File: config.mk
export PLATFORM = sky130hd
export DESIGN_NAME = i2c_banked_eeprom
export DESIGN_NICKNAME = d
export VERILOG_FILES = /design/src/rtl/beep_pkg.sv /design/src/rtl/beep_cmd_decode.sv /design/src/rtl/beep_prot_bank.sv /design/src/rtl/beep_wr_timer.sv /design/src/rtl/beep_array.sv /design/src/rtl/i2c_banked_eeprom.sv
export SDC_FILE = /design/constraint.sdc
export NUM_CORES = 2
export LEC_CHECK = 0
export BUFFER_PORTS_ARGS = -buffer_cell sky130_fd_sc_hd__buf_2
export CAP_MARGIN = 20
export CORE_MARGIN = 2
export CORE_UTILIZATION = 39
export DETAILED_ROUTE_END_ITERATION = 16
export GPL_ROUTABILITY_DRIVEN = 1
export HOLD_SLACK_MARGIN = 0.15
export PLACE_DENSITY_LB_ADDON = 0.05
export SYNTH_ARGS = -nofsm -noshare
export SYNTH_HDL_FRONTEND = slang
export SYNTH_SLANG_ARGS = --single-unit
File: constraint.sdc
create_clock -name clk -period 7.5 [get_ports clk]
set_input_delay 0.75 -clock clk [delete_from_list [all_inputs] [get_ports clk]]
set_output_delay 0.75 -clock clk [all_outputs]
set_load 0.02 [all_outputs]
File: src/rtl/beep_pkg.sv
package beep_pkg;

    typedef enum logic [2:0] {
        ST_IDLE   = 3'd0,
        ST_CTRL   = 3'd1,
        ST_WADDR  = 3'd2,
        ST_WDATA  = 3'd3,
        ST_RDATA  = 3'd4,
        ST_DUMMY  = 3'd5,
        ST_IGNORE = 3'd6
    } bus_st_e;

    typedef enum logic [2:0] {
        CMD_NONE     = 3'd0,
        CMD_MEM_WR   = 3'd1,
        CMD_MEM_RD   = 3'd2,
        CMD_PROT_SET = 3'd3,
        CMD_PROT_CLR = 3'd4,
        CMD_BANK_SEL = 3'd5,
        CMD_BANK_RD  = 3'd6
    } ctl_cmd_e;

endpackage

File: src/rtl/beep_cmd_decode.sv
module beep_cmd_decode
    import beep_pkg::*;
(
    input  logic [7:0] ctl_i,
    input  logic [2:0] strap_i,
    output ctl_cmd_e   cmd_o,
    output logic [1:0] blk_o,
    output logic       bank_o
);
    always_comb begin
        cmd_o  = CMD_NONE;
        blk_o  = ctl_i[2:1];
        bank_o = ctl_i[1];
        if (ctl_i[7:4] == 4'b1010) begin
            if (ctl_i[3:1] == strap_i)
                cmd_o = ctl_i[0] ? CMD_MEM_RD : CMD_MEM_WR;
        end else if (ctl_i[7:4] == 4'b0110) begin
            casez (ctl_i[3:1])
                3'b0??:  cmd_o = ctl_i[0] ? CMD_NONE : CMD_PROT_SET;
                3'b100:  cmd_o = ctl_i[0] ? CMD_NONE : CMD_PROT_CLR;
                3'b11?:  cmd_o = ctl_i[0] ? CMD_BANK_RD : CMD_BANK_SEL;
                default: cmd_o = CMD_NONE;
            endcase
        end
    end
endmodule

File: src/rtl/beep_prot_bank.sv
module beep_prot_bank #(
    parameter  int BLOCKS = 4,
    localparam int BW     = $clog2(BLOCKS)
) (
    input  logic              clk,
    input  logic              rst_n,
    input  logic              hv_i,
    input  logic              set_en_i,
    input  logic [BW-1:0]     set_blk_i,
    input  logic              clr_en_i,
    input  logic              bank_we_i,
    input  logic              bank_val_i,
    output logic [BLOCKS-1:0] prot_o,
    output logic              bank_o
);
    typedef struct packed {
        logic [BLOCKS-1:0] prot;
        logic              bank;
    } pb_t;

    pb_t q, d;

    always_comb begin
        d = q;
        if (clr_en_i)
            d.prot = '0;
        else if (set_en_i)
            d.prot[set_blk_i] = 1'b1;
        if (bank_we_i)
            d.bank = bank_val_i;
    end

    always_ff @(posedge clk or negedge rst_n) begin
        if (!rst_n) q <= '0;
        else        q <= d;
    end

    assign prot_o = q.prot;
    assign bank_o = q.bank;

    // protection changes only in a cycle qualified by the high-voltage input
    a_r7_prot_needs_hv: assert property (@(posedge clk) disable iff (!rst_n)
        (q.prot != $past(q.prot)) |-> $past(hv_i));
endmodule

File: src/rtl/beep_wr_timer.sv
module beep_wr_timer #(
    parameter  int WC_CYCLES  = 64,
    parameter  int PAGE_BYTES = 16,
    localparam int PW         = $clog2(PAGE_BYTES)
) (
    input  logic          clk,
    input  logic          rst_n,
    input  logic          start_i,
    output logic          busy_o,
    output logic          commit_o,
    output logic [PW-1:0] idx_o
);
    localparam int CW = $clog2(WC_CYCLES + 1);
    localparam int IW = PW + 1;

    typedef struct packed {
        logic [CW-1:0] cnt;
        logic [IW-1:0] idx;
    } tm_t;

    tm_t q, d;

    always_comb begin
        d = q;
        if (start_i) begin
            d.cnt = CW'(WC_CYCLES);
            d.idx = '0;
        end else if (q.cnt != '0) begin
            d.cnt = q.cnt - 1'b1;
            if (q.idx < IW'(PAGE_BYTES))
                d.idx = q.idx + 1'b1;
        end
    end

    always_ff @(posedge clk or negedge rst_n) begin
        if (!rst_n) q <= '0;
        else        q <= d;
    end

    assign busy_o   = (q.cnt != '0);
    assign commit_o = busy_o && (q.idx < IW'(PAGE_BYTES));
    assign idx_o    = q.idx[PW-1:0];

    // a new write cycle is never requested while one runs
    a_r5_no_restart: assert property (@(posedge clk) disable iff (!rst_n)
        start_i |-> !busy_o);
    // the commit sweep begins at the first page slot
    a_r5_sweep_start: assert property (@(posedge clk) disable iff (!rst_n)
        $rose(busy_o) |-> (idx_o == '0));
endmodule

File: src/rtl/beep_array.sv
module beep_array #(
    parameter  int DEPTH = 512,
    localparam int AW    = $clog2(DEPTH)
) (
    input  logic          clk,
    input  logic          we_i,
    input  logic [AW-1:0] waddr_i,
    input  logic [7:0]    wdata_i,
    input  logic [AW-1:0] raddr_i,
    output logic [7:0]    rdata_o
);
    logic [7:0] cells [DEPTH];

    always_ff @(posedge clk) begin
        if (we_i) cells[waddr_i] <= wdata_i;
    end

    assign rdata_o = cells[raddr_i];
endmodule

File: src/rtl/i2c_banked_eeprom.sv
module i2c_banked_eeprom
    import beep_pkg::*;
#(
    parameter int WC_CYCLES  = 64,
    parameter int PAGE_BYTES = 16,
    parameter int BANK_BYTES = 256
) (
    input  logic       clk,
    input  logic       rst_n,
    input  logic [2:0] strap_i,
    input  logic       hv_i,
    input  logic       start_i,
    input  logic       stop_i,
    input  logic       rx_valid_i,
    input  logic [7:0] rx_byte_i,
    input  logic       tx_req_i,
    output logic       ack_valid_o,
    output logic       ack_o,
    output logic       rd_valid_o,
    output logic [7:0] rd_data_o
);
    localparam int AB     = $clog2(BANK_BYTES);
    localparam int DEPTH  = 2 * BANK_BYTES;
    localparam int AW     = AB + 1;
    localparam int PW     = $clog2(PAGE_BYTES);
    localparam int BLOCKS = 4;
    localparam int BW     = $clog2(BLOCKS);

    typedef struct packed {
        bus_st_e                     st;
        logic [AB-1:0]               addr;
        logic [PAGE_BYTES-1:0][7:0]  pbuf;
        logic [PAGE_BYTES-1:0]       pvld;
        logic [AW-PW-1:0]            pbase;
        logic                        ack_v;
        logic                        ack;
        logic                        rd_v;
        logic [7:0]                  rd_data;
        logic                        commit_req;
    } regs_t;

    regs_t q, d;

    ctl_cmd_e          cmd;
    logic [1:0]        cmd_blk;
    logic              cmd_bank;
    logic [BLOCKS-1:0] prot;
    logic              bank;
    logic              set_en, clr_en, bank_we;
    logic              busy, commit;
    logic [PW-1:0]     cidx;
    logic [7:0]        mem_rdata;
    logic              mem_we;
    logic [AW-1:0]     mem_waddr;
    logic [AW-1:0]     cur_full;
    logic [BW-1:0]     cur_blk;
    logic [BW-1:0]     wr_blk;
    logic              busy_any;

    beep_cmd_decode u_dec (
        .ctl_i   (rx_byte_i),
        .strap_i (strap_i),
        .cmd_o   (cmd),
        .blk_o   (cmd_blk),
        .bank_o  (cmd_bank)
    );

    beep_prot_bank #(.BLOCKS(BLOCKS)) u_prot (
        .clk        (clk),
        .rst_n      (rst_n),
        .hv_i       (hv_i),
        .set_en_i   (set_en),
        .set_blk_i  (cmd_blk),
        .clr_en_i   (clr_en),
        .bank_we_i  (bank_we),
        .bank_val_i (cmd_bank),
        .prot_o     (prot),
        .bank_o     (bank)
    );

    beep_wr_timer #(.WC_CYCLES(WC_CYCLES), .PAGE_BYTES(PAGE_BYTES)) u_timer (
        .clk      (clk),
        .rst_n    (rst_n),
        .start_i  (q.commit_req),
        .busy_o   (busy),
        .commit_o (commit),
        .idx_o    (cidx)
    );

    assign mem_we    = commit && q.pvld[cidx];
    assign mem_waddr = {q.pbase, cidx};

    beep_array #(.DEPTH(DEPTH)) u_mem (
        .clk     (clk),
        .we_i    (mem_we),
        .waddr_i (mem_waddr),
        .wdata_i (q.pbuf[cidx]),
        .raddr_i ({bank, q.addr}),
        .rdata_o (mem_rdata)
    );

    assign busy_any = busy || q.commit_req;
    assign cur_full = {bank, q.addr};
    assign cur_blk  = cur_full[AW-1 -: BW];
    assign wr_blk   = mem_waddr[AW-1 -: BW];

    always_comb begin
        d            = q;
        d.ack_v      = 1'b0;
        d.ack        = 1'b0;
        d.rd_v       = 1'b0;
        d.commit_req = 1'b0;
        set_en       = 1'b0;
        clr_en       = 1'b0;
        bank_we      = 1'b0;

        if (start_i) begin
            if (q.st == ST_WDATA) d.pvld = '0;
            d.st = ST_CTRL;
        end else if (stop_i) begin
            if (q.st == ST_WDATA && (|q.pvld)) d.commit_req = 1'b1;
            d.st = ST_IDLE;
        end else if (rx_valid_i) begin
            d.ack_v = 1'b1;
            unique case (q.st)
                ST_CTRL: begin
                    d.st = ST_IGNORE;
                    unique case (cmd)
                        CMD_MEM_WR: if (!busy_any) begin
                            d.ack  = 1'b1;
                            d.st   = ST_WADDR;
                            d.pvld = '0;
                        end
                        CMD_MEM_RD: if (!busy_any) begin
                            d.ack = 1'b1;
                            d.st  = ST_RDATA;
                        end
                        CMD_PROT_SET: if (!busy_any && hv_i) begin
                            d.ack  = 1'b1;
                            set_en = 1'b1;
                            d.st   = ST_DUMMY;
                        end
                        CMD_PROT_CLR: if (!busy_any && hv_i) begin
                            d.ack  = 1'b1;
                            clr_en = 1'b1;
                            d.st   = ST_DUMMY;
                        end
                        CMD_BANK_SEL: if (!busy_any) begin
                            d.ack   = 1'b1;
                            bank_we = 1'b1;
                            d.st    = ST_DUMMY;
                        end
                        CMD_BANK_RD: if (!busy_any && !bank) begin
                            d.ack = 1'b1;
                            d.st  = ST_DUMMY;
                        end
                        default: d.ack = 1'b0;
                    endcase
                end
                ST_WADDR: begin
                    d.ack   = 1'b1;
                    d.addr  = rx_byte_i[AB-1:0];
                    d.pbase = {bank, rx_byte_i[AB-1:PW]};
                    d.st    = ST_WDATA;
                end
                ST_WDATA: begin
                    if (!prot[cur_blk]) begin
                        d.ack                     = 1'b1;
                        d.pbuf[q.addr[PW-1:0]]    = rx_byte_i;
                        d.pvld[q.addr[PW-1:0]]    = 1'b1;
                        d.addr = {q.addr[AB-1:PW], PW'(q.addr[PW-1:0] + 1'b1)};
                    end
                end
                ST_DUMMY: d.ack = 1'b1;
                default:  d.ack = 1'b0;
            endcase
        end else if (tx_req_i) begin
            d.rd_v = 1'b1;
            if (q.st == ST_RDATA) begin
                d.rd_data = mem_rdata;
                d.addr    = q.addr + 1'b1;
            end else begin
                d.rd_data = 8'hFF;
            end
        end
    end

    always_ff @(posedge clk or negedge rst_n) begin
        if (!rst_n) q <= '0;
        else        q <= d;
    end

    assign ack_valid_o = q.ack_v;
    assign ack_o       = q.ack;
    assign rd_valid_o  = q.rd_v;
    assign rd_data_o   = q.rd_data;

    // byte response and read data never appear together
    a_r1_one_response: assert property (@(posedge clk) disable iff (!rst_n)
        $onehot0({ack_valid_o, rd_valid_o}));
    // control bytes are refused while a write cycle is pending or running
    a_r5_nack_busy: assert property (@(posedge clk) disable iff (!rst_n)
        (rx_valid_i && !start_i && !stop_i && q.st == ST_CTRL && busy_any)
        |=> (ack_valid_o && !ack_o));
    // the array is never written inside a protected block
    a_r6_no_prot_write: assert property (@(posedge clk) disable iff (!rst_n)
        mem_we |-> !prot[wr_blk]);
    // a data byte into a protected block is refused and the pointer holds
    a_r6_prot_nack: assert property (@(posedge clk) disable iff (!rst_n)
        (rx_valid_i && !start_i && !stop_i && q.st == ST_WDATA && prot[cur_blk])
        |=> (!ack_o && q.addr == $past(q.addr)));
    // data bytes keep the pointer inside its page
    a_r4_page_wrap: assert property (@(posedge clk) disable iff (!rst_n)
        (rx_valid_i && !start_i && !stop_i && q.st == ST_WDATA)
        |=> (q.addr[AB-1:PW] == $past(q.addr[AB-1:PW])));
    // each byte sent in a read steps the pointer by one within the bank
    a_r3_read_step: assert property (@(posedge clk) disable iff (!rst_n)
        (tx_req_i && !rx_valid_i && !start_i && !stop_i && q.st == ST_RDATA)
        |=> (q.addr == AB'($past(q.addr) + 1'b1)));
endmodule

==> results.md <==
- Rows: 241
- Critical path arrival: 6.33 ns
- Starting Density: 39.1%
- Initial antenna violation count: 63
- Total Wirelength: 583000 um
- CTS buffer count: 465
- PwrDens: 314 nW/um^2
- Layout cells sized above 1: 23.6%
- Crit path launch type: flip-flop
- Synth warn: 0
- Post-synthesis register bit count: 4285
- Area grow syn2layout: 13.3%
- Crit Path Category: flip-flop to flip-flop
- Post-synth EDFFs: 4096
- Worst hold path type: primary input to flip-flop
- Final HPWL DP: 359000 um
- NetSw: 0.0171 W
- Syn_nets: 8365
- CTS resizes: 0
- Wire per inst: 39.7 um
- Fmax: 183 MHz
- Largest net degree at the start of global routing: 182
- Data required time at the worst endpoint: 8.37 ns
- First-pass DRT Iterations: 6
- Max Buffers Root-to-Sink: 4
- Mux cell area share after synthesis: 15.2%
- Setup WS post-layout: 2.04 ns
- Clk Latency, worst-skew pair: 1.03 ns
- Ys flop type: edfxtp_1
- Power share of the clock group: 38.0%
- Antenna-violating nets left: 0
- Compound-gate portion of the synthesized area: 3.77%
- Clock Skew: 0.0462 ns
- Gpl congestion: 0.839
- Clock transition at path regs: 0.07 ns
- Mapped Avg Cell Area: 20.2 sq um
- Ranking of synthesized cells by area: edfxtp_1 (73%), mux4_2 (12%), dfrtp_1 (2.8%)
- Leakage: 67.9 nW
- DR vias/cell: 6.00
- First-pass GRT wire length: 787000 um
- RSZ-0062 raised after global routing: false
- Final min period: 5.46 ns
- Yosys cell types: 87
- Placed Area: 175000 sq um
- Post-synthesis cell count: 8337
- Adder-cell area share of the yosys netlist: 0.0744%
- DRC Markers: 0
- Final net count: 8604
- Design area: 190000 sq um
- Post-CTS Setup Repair Bufs: 0
- VDD IR max: 267 uV
- Max Slew Vio Count: 0
- Starting DRC count in detailed routing: 11700
- H-tree levels: 5
- Sink Count: 4285
- Ys async rst share: 4.41%
- Setup TNS: 0 ns
- Vias in the first global route: 88000
- Final Hold Fails: 0
- Slew margin rel.: 7.76%
- Root Buffer: clkbuf_16
- Simple-gate portion of the synthesized area: 2.91%
- Sequential power share: 44.5%
- Status: finished clean
- Most frequent cells in the layout: edfxtp_1 (4096), mux4_2 (895), nor2_1 (618), clkbuf_16 (473), mux2i_1 (351)
- Max cap viols: 0
- Via count: 88200
- Ports: 29
- CORE AREA: 430000 sq um
- Total track usage: 26.4%
- CTS tree: yes
- Die Wd: 661 um
- Commonest non-fill, non-tap cell in the layout: edfxtp_1
- Crit. End Element: flip-flop
- R2R setup slack: 2.04 ns
- Comb power frac: 17.5%
- GR Overflow Total: 0
- Port Buf Inserts: 28
- Cell area after synthesis: 168000 sq um
- Die area: 436000 sq um
- Least-Margin Pin Slew: 1.38 ns
- Tcrit/Tclk final: 72.8%
- Post-synthesis xor/xnor area fraction: 0.0521%
- Synth top area share: 73.2%
- Largest family of logic cells by synthesized area: multiplexers
- Register area share after synthesis: 76.0%
- Internal power: 0.0428 W
- DIE HEIGHT: 661 um
- Crit-path max FO: 33
- Dpl ws: 1.85 ns
- Synth area leader: edfxtp_1
- Sw Share: 28.5%
- Setup violations, final: 0
## final cells by class
type / count / area, sq um
Fill cell: 36800 / 240000
Clock inverter: 292 / 2690
Tap cell: 5710 / 7140
Antenna cell: 21 / 52.6
Inverter: 18 / 82.6
Clock buffer: 571 / 12300
Sequential cell: 4285 / 128000
Multi-Input combinational cell: 3478 / 37300
Timing Repair Buffer: 328 / 3150
## state kept, by name (all words and copies together), names as in the netlist, named ones only
name and count:
q 20, u_timer.idx_o 4, u_prot.prot_o 4, mem_waddr 5, cur_full 7, rd_valid_o 1
ack_valid_o 1, rd_data_o 8, u_mem.cells 4096, u_prot.bank_o 1, u_timer.q 8, cur_blk 1
ack_o 1
## worst max-delay path: stages, from the launching register on
cell and delay [ns]:
dfrtp_4 1.11, buf_4 0.58, buf_4 0.43, mux2_2 0.38, a221oi_1 0.53, nand3_1 0.21
a311oi_1 0.82, a2111oi_0 0.22, buf_2 0.23, buf_4 0.13, a21oi_1 0.43, a21oi_1 0.15
## final timing paths
| kind | startpoint | to | cells after the start |
|---|---|---|---|
| hold / removal | rx_valid_i | q[169] | 3 |
| hold reg to reg | flip-flop | flip-flop | 2 |
| setup reg to reg | cur_full[0] | rd_data_o[2] | 11 |
| setup / recovery | cur_full[0] | rd_data_o[2] | 11 |
| max in group asynchronous | rst_n | cur_full[2] | 3 |
| min in group asynchronous | rst_n | async pin | 2 |
## power groups by stage
| stage | clock (W) | combinational, W | sequential (W) |
|---|---|---|---|
| finish | 0.0227 | 0.0105 | 0.0267 |
| global placement | 0 | 0.0105 | 0.0272 |
| floorplan | 0 | 0.00590 | 0.0271 |
| CTS | 0.0231 | 0.0105 | 0.0267 |
| global route | 0.0240 | 0.0108 | 0.0267 |
| detailed placement | 0 | 0.0105 | 0.0272 |
## per-stage QoR
stage               std cells  total power, W  hold slack (ns)  utilization, %
floorplan                8337          0.0330            0.440               -
global placement        13800          0.0377            0.457            40.7
detailed placement      13800          0.0377            0.465            40.8
CTS                     14700          0.0603            0.195            44.3
global route            14700          0.0614            0.263            44.3
finish                  14700          0.0599            0.301            44.3
## per-layer routing
layer / up-vias / track usage [%] / wire [um]
met5: - / 0 / 55
met4: 8 / 6.87 / 17000
met3: 788 / 4.41 / 42300
met2: 3981 / 41.3 / 271000
met1: 48500 / 38.6 / 252000
li1: 35000 / - / -
## what timing repair did
item / 4_1_cts / 5_1_grt
setup endpoints to repair: 0 / 0
endpoints found under the hold margin: 83 / 0
hold buffers: 6 / 0
## cells in the mapped netlist, types with 9 or more instances
master / instances
buf_6: 68
nand3b_1: 13
o211ai_1: 13
nor2b_1: 21
buf_4: 127
nand3_1: 53
o22a_1: 9
o221ai_1: 64
a21oi_1: 135
nor3_1: 40
a221oi_1: 61
o22ai_1: 84
o21ai_0: 124
mux4_2: 903
nor4_1: 14
and3_1: 10
a2111oi_0: 14
buf_2: 147
nand2b_1: 12
dfrtp_1: 189
nor2_1: 623
ha_1: 10
a22o_1: 30
a32oi_1: 9
nand2_1: 295
a22oi_1: 158
mux2i_1: 351
a211o_1: 17
a31oi_1: 36
a211oi_1: 54
edfxtp_1: 4096
and2_1: 17
mux2_2: 151
clkbuf_1: 189
buf_1: 18
inv_1: 15
## logic make-up (layout without fill, tap and decap cells)
group                      Yosys count  in the layout
and+or+nand+nor                   1150           1150
muxes                             1405           1405
buffers and inverters              574           1209
xor gates and xnor gates            10             10
AOI/OAI and AO/OA                  903            903
other                                0             21
DFF                               4285           4285
adders and majority gates           10             10
Power figures use the tool's default switching activity.
